===== config.mk =====
export PLATFORM = sky130hd
export DESIGN_NAME = sec_prescaler
export DESIGN_NICKNAME = d
export VERILOG_FILES = /design/src/rtl/sec_prescaler_pkg.sv /design/src/rtl/sp_edge_sync.sv /design/src/rtl/sp_src_sel.sv /design/src/rtl/sp_divider.sv /design/src/rtl/sec_prescaler.sv
export SDC_FILE = /design/constraint.sdc
export NUM_CORES = 1
export LEC_CHECK = 0
export BUFFER_PORTS_ARGS = -buffer_cell sky130_fd_sc_hd__buf_4
export CAP_MARGIN = 10
export CELL_PAD_IN_SITES_DETAIL_PLACEMENT = 0
export CELL_PAD_IN_SITES_GLOBAL_PLACEMENT = 1
export CORE_MARGIN = 3
export CORE_UTILIZATION = 36
export CTS_BUF_LIST = sky130_fd_sc_hd__clkbuf_16
export CTS_CLUSTER_DIAMETER = 30
export DETAILED_ROUTE_END_ITERATION = 7
export PLACE_DENSITY_LB_ADDON = 0.12
export REMOVE_ABC_BUFFERS = 1
export SETUP_SLACK_MARGIN = 0.4
export SLEW_MARGIN = 10
export SYNTH_ARGS = -nofsm -noshare
export SYNTH_HDL_FRONTEND = slang
export SYNTH_HIERARCHICAL = 1
export SYNTH_SLANG_ARGS = --single-unit

===== constraint.sdc =====
create_clock -name clk_i -period 1.9 [get_ports clk_i]
set_input_delay 0.38 -clock clk_i [delete_from_list [all_inputs] [get_ports clk_i]]
set_output_delay 0.38 -clock clk_i [all_outputs]
set_load 0.1 [all_outputs]

===== src/rtl/sec_prescaler_pkg.sv =====
package sec_prescaler_pkg;
  localparam int unsigned PHASE_W = 6;
  typedef logic [PHASE_W-1:0] phase_t;

  // next value of a wrapping binary phase counter
  function automatic phase_t phase_step(input phase_t cur);
    return phase_t'(cur + phase_t'(1));
  endfunction

  // true when an advance from cur raises the top stage of the counter
  function automatic logic top_stage_rises(input phase_t cur);
    phase_t nxt;
    nxt = phase_step(cur);
    return nxt[PHASE_W-1] & ~cur[PHASE_W-1];
  endfunction
endpackage


===== src/rtl/sp_edge_sync.sv =====
module sp_edge_sync #(
  parameter int unsigned STAGES = 2
) (
  input  logic clk_i,
  input  logic rst_ni,
  input  logic async_i,
  output logic rise_o
);
  logic [STAGES-1:0] chain_q;
  logic              last_q;

  for (genvar s = 0; s < STAGES; s++) begin : g_stage
    if (s == 0) begin : g_first
      always_ff @(posedge clk_i or negedge rst_ni) begin
        if (!rst_ni) chain_q[0] <= 1'b0;
        else         chain_q[0] <= async_i;
      end
    end else begin : g_next
      always_ff @(posedge clk_i or negedge rst_ni) begin
        if (!rst_ni) chain_q[s] <= 1'b0;
        else         chain_q[s] <= chain_q[s-1];
      end
    end
  end

  always_ff @(posedge clk_i or negedge rst_ni) begin
    if (!rst_ni) last_q <= 1'b0;
    else         last_q <= chain_q[STAGES-1];
  end

  assign rise_o = chain_q[STAGES-1] & ~last_q;
endmodule


===== src/rtl/sp_src_sel.sv =====
module sp_src_sel (
  input  logic test_en_i,
  input  logic tick64_i,
  input  logic ext_rise_i,
  output logic adv_o
);
  always_comb begin
    if (test_en_i) adv_o = ext_rise_i;
    else           adv_o = tick64_i;
  end
endmodule


===== src/rtl/sp_divider.sv =====
module sp_divider
  import sec_prescaler_pkg::*;
(
  input  logic   clk_i,
  input  logic   rst_ni,
  input  logic   adv_i,
  input  logic   stop_i,
  output phase_t phase_o,
  output logic   pulse_o
);
  phase_t phase_q;
  logic   pulse_q;

  always_ff @(posedge clk_i or negedge rst_ni) begin
    if (!rst_ni) begin
      phase_q <= '0;
      pulse_q <= 1'b0;
    end else if (stop_i) begin
      phase_q <= '0;
      pulse_q <= 1'b0;
    end else begin
      pulse_q <= adv_i & top_stage_rises(phase_q);
      if (adv_i) phase_q <= phase_step(phase_q);
    end
  end

  assign phase_o = phase_q;
  assign pulse_o = pulse_q;
endmodule


===== src/rtl/sec_prescaler.sv =====
module sec_prescaler
  import sec_prescaler_pkg::*;
#(
  parameter int unsigned SYNC_STAGES = 2
) (
  input  logic               clk_i,
  input  logic               rst_ni,
  input  logic               tick64_i,
  input  logic               test_en_i,
  input  logic               stop_i,
  input  logic               ext_clk_i,
  output logic               sec_pulse_o,
  output logic [PHASE_W-1:0] phase_o
);
  logic   ext_rise_w;
  logic   adv_w;
  phase_t phase_w;

  sp_edge_sync #(.STAGES(SYNC_STAGES)) sync_i (
    .clk_i   (clk_i),
    .rst_ni  (rst_ni),
    .async_i (ext_clk_i),
    .rise_o  (ext_rise_w)
  );

  sp_src_sel sel_i (
    .test_en_i  (test_en_i),
    .tick64_i   (tick64_i),
    .ext_rise_i (ext_rise_w),
    .adv_o      (adv_w)
  );

  sp_divider div_i (
    .clk_i   (clk_i),
    .rst_ni  (rst_ni),
    .adv_i   (adv_w),
    .stop_i  (stop_i),
    .phase_o (phase_w),
    .pulse_o (sec_pulse_o)
  );

  assign phase_o = phase_w;
endmodule


==> impl_metrics.json <==
{
  "status": "finished, final reports clean",
  "clkSinkCount": 10,
  "grt_overflow_total": 0,
  "skew_ns": 0.003792,
  "worst_pin_slew_ns": 0.2816,
  "crit_start": "div_i/phase_o[0]",
  "worstPathArrival_ns": 0.97,
  "avgSynthCellArea_um2": 11.97,
  "critPathKind": "reg -> out",
  "cp.depth": 1,
  "crit_path_max_incr_delay_ns": 0.41,
  "power.density_mw_per_mm2": 1077,
  "clk_latency_ns": 0.24,
  "max_freq_mhz": 738.7,
  "ant_nets": 0,
  "crit_chain": "buf_4",
  "required_ns": 1.52,
  "ys_ff_latch": 10,
  "final.setup.tns_ns": 0,
  "drt_drc_violations_left": 0,
  "globalplace.congestion": 0.7750,
  "worstReg2RegStart": "sync_i/chain_q[1]",
  "power_leakage_nw": 0.3176,
  "worstRegToRegCells": 4,
  "timing.final.ws_setup_ns": 0.5463,
  "cap_violations": 0,
  "synthTopCellsByArea": "dfrtp_1 54%, mux2_4 9.7%, nor2_1 5.6%",
  "final_cells": 67,
  "cp_max_fo": 5,
  "switching_power_mw": 0.1676,
  "ctsResizeCount": 0,
  "portBuffers": 12,
  "dpl.cell_count": 63,
  "grt_max_degree": 11,
  "htree_num_levels": 1,
  "synth.most_common_cell": "dfrtp_1",
  "min_from": "ext_clk_i",
  "switching_share_pct": 24.19,
  "critPathLaunchType": "register",
  "power_frac_comb_pct": 14.1,
  "dieArea_mm2": 0.001764,
  "worstHoldPathType": "in -> reg",
  "core_mm2": 0.001156,
  "yosys.area.top_type": "dfrtp_1",
  "postSynth.asyncResetShare_pct": 100.0,
  "cts_inserted_buffers": 3,
  "layout.nets": 63,
  "fp.dieH_um": 42.01,
  "rows": 12,
  "hpwl_um": 600.1,
  "cp_num_buf_inv": 1,
  "synth_top_area_share_pct": 53.62,
  "grt_pass1_vias": 316,
  "initial_core_util_pct": 40.37,
  "irDropWorstVdd_uv": 648.4,
  "synthTopCellsByCount": "10 x dfrtp_1, 7 x nor2_1, 3 x mux2_4",
  "hold_ws_ns": 0.2549,
  "period_needed_ns": 1.354,
  "antenna_found_initial": 0,
  "wl_um": 809,
  "critPathSlowestCell": "dfrtp_1",
  "holdPathStages": 1,
  "clock_power_share_pct": 52.4,
  "slew_headroom_pct": 81.38,
  "diodes": 0,
  "grt_pass1_wl_mm": 1.366,
  "fp.dieW_um": 42.01,
  "p_seq_share_pct": 33.6,
  "vias": 327,
  "clock_path_buffers": 2,
  "synth_cell_type_count": 18,
  "synthCells": 39,
  "routed_via_density": 4.881,
  "p_int_mw": 0.5251,
  "crit_path_end_kind": "primary output",
  "ios": 13,
  "drt_iter0_markers": 4,
  "fin_util_pct": 55.63,
  "setup_viol": 0,
  "syn_area_um2": 466.7,
  "fin_crit_sh_pct": 71.25,
  "synth_ff_type": "dfrtp_1",
  "drive_above_1_share_pct": 37.74,
  "grtUsageTotal_pct": 11.28,
  "drv_slew": 0,
  "ys_warn_count": 6,
  "cp_top_family": "flip-flops",
  "firstDrtPassIters": 4,
  "clkSlewWorstSetupHoldPaths_ns": 0.04,
  "cts_root_buf": "clkbuf_16",
  "area_growth_pct": 37.80,
  "place_ws_ns": 0.5154,
  "drt-wirelength-per-cell_um": 12.07,
  "hold_viol": 0,
  "synth_edf_count": 0,
  "synth_seq_area_share_pct": 53.62,
  "rsz0062_at_grt": "false",
  "cts_tree": "yes"
}
[cell families after synthesis]
logic type,synth area share [%]
compound gates,4.825
xor+xnor,1.877
fa+ha+maj,5.361
buf+inv,4.288
flops,53.62
mux,11.80
simple gates,18.23
[final timing paths]
check	end	slack, ns
setup / recovery	phase_o[0]	0.55
hold / removal	sync_i/chain_q[0]	0.25
setup reg to reg	div_i/phase_o[3]	0.56
hold reg to reg	sync_i/chain_q[1]	0.35
max in group asynchronous	div_i/phase_o[2]	1.25
min in group asynchronous	div_i/pulse_o	0.51
[metal layers]
metal	track usage [%]	vias to the layer above	part of all wire, %
met2	16.36	11	45
met5	0	-	0
met3	7.296	4	8.9
met1	10.96	153	43
met4	9.615	0	3.0
li1	-	159	-
[flip-flops by register name (all words and copies together), names as in the netlist]
register        flops
div_i/phase_o       6
sync_i/chain_q      2
div_i/pulse_o       1
sync_i/last_q       1
[cells in the final DEF, fill, tap and decap left out, drive strengths merged]
cell type / synthesis / layout
nand4: 2 / 2
nand3b: 1 / 1
a211oi: 1 / 1
inv: 1 / 1
nand3: 1 / 1
ha: 2 / 2
nor2: 7 / 7
clkbuf: 0 / 3
xnor2: 1 / 1
mux2: 3 / 3
dlygate4sd3: 0 / 1
nand2: 2 / 2
a21bo: 1 / 1
dfrtp: 10 / 10
nor2b: 3 / 3
buf: 2 / 12
mux2i: 1 / 1
a21oi: 1 / 1
[timing repair]
item,in CTS,in global routing
buffers inserted,0,0
hold buffers,1,0
endpoints found under the hold margin,10,0
[stage by stage]
step / cell area (um2) / total power [mW]
2_1_floorplan: 450.4 / 0.3018
3_3_place_gp: 558.0 / 0.3304
3_5_place_dp: 558.0 / 0.3318
4_1_cts: 643.1 / 0.7035
5_1_grt: 643.1 / 0.7238
6_report: 643.1 / 0.6927
[cell type report]
class                           count  area, um2
Sequential cell                    10      250.2
Fill cell                          92      513.0
Tap cell                           14      17.52
Clock buffer                        3      75.07
Multi-Input combinational cell     26      196.4
Inverter                            1      3.754
Timing Repair Buffer               13      100.1
[power by group through the flow]
| stage | logic, mW | clock network (mW) | registers (mW) |
|---|---|---|---|
| floorplan | 0.0227 | 0 | 0.279 |
| global placement | 0.0953 | 0 | 0.235 |
| detailed placement | 0.0966 | 0 | 0.235 |
| CTS | 0.0984 | 0.373 | 0.233 |
| global route | 0.104 | 0.385 | 0.235 |
| finish | 0.0974 | 0.363 | 0.233 |
Power figures use the tool's default switching activity.
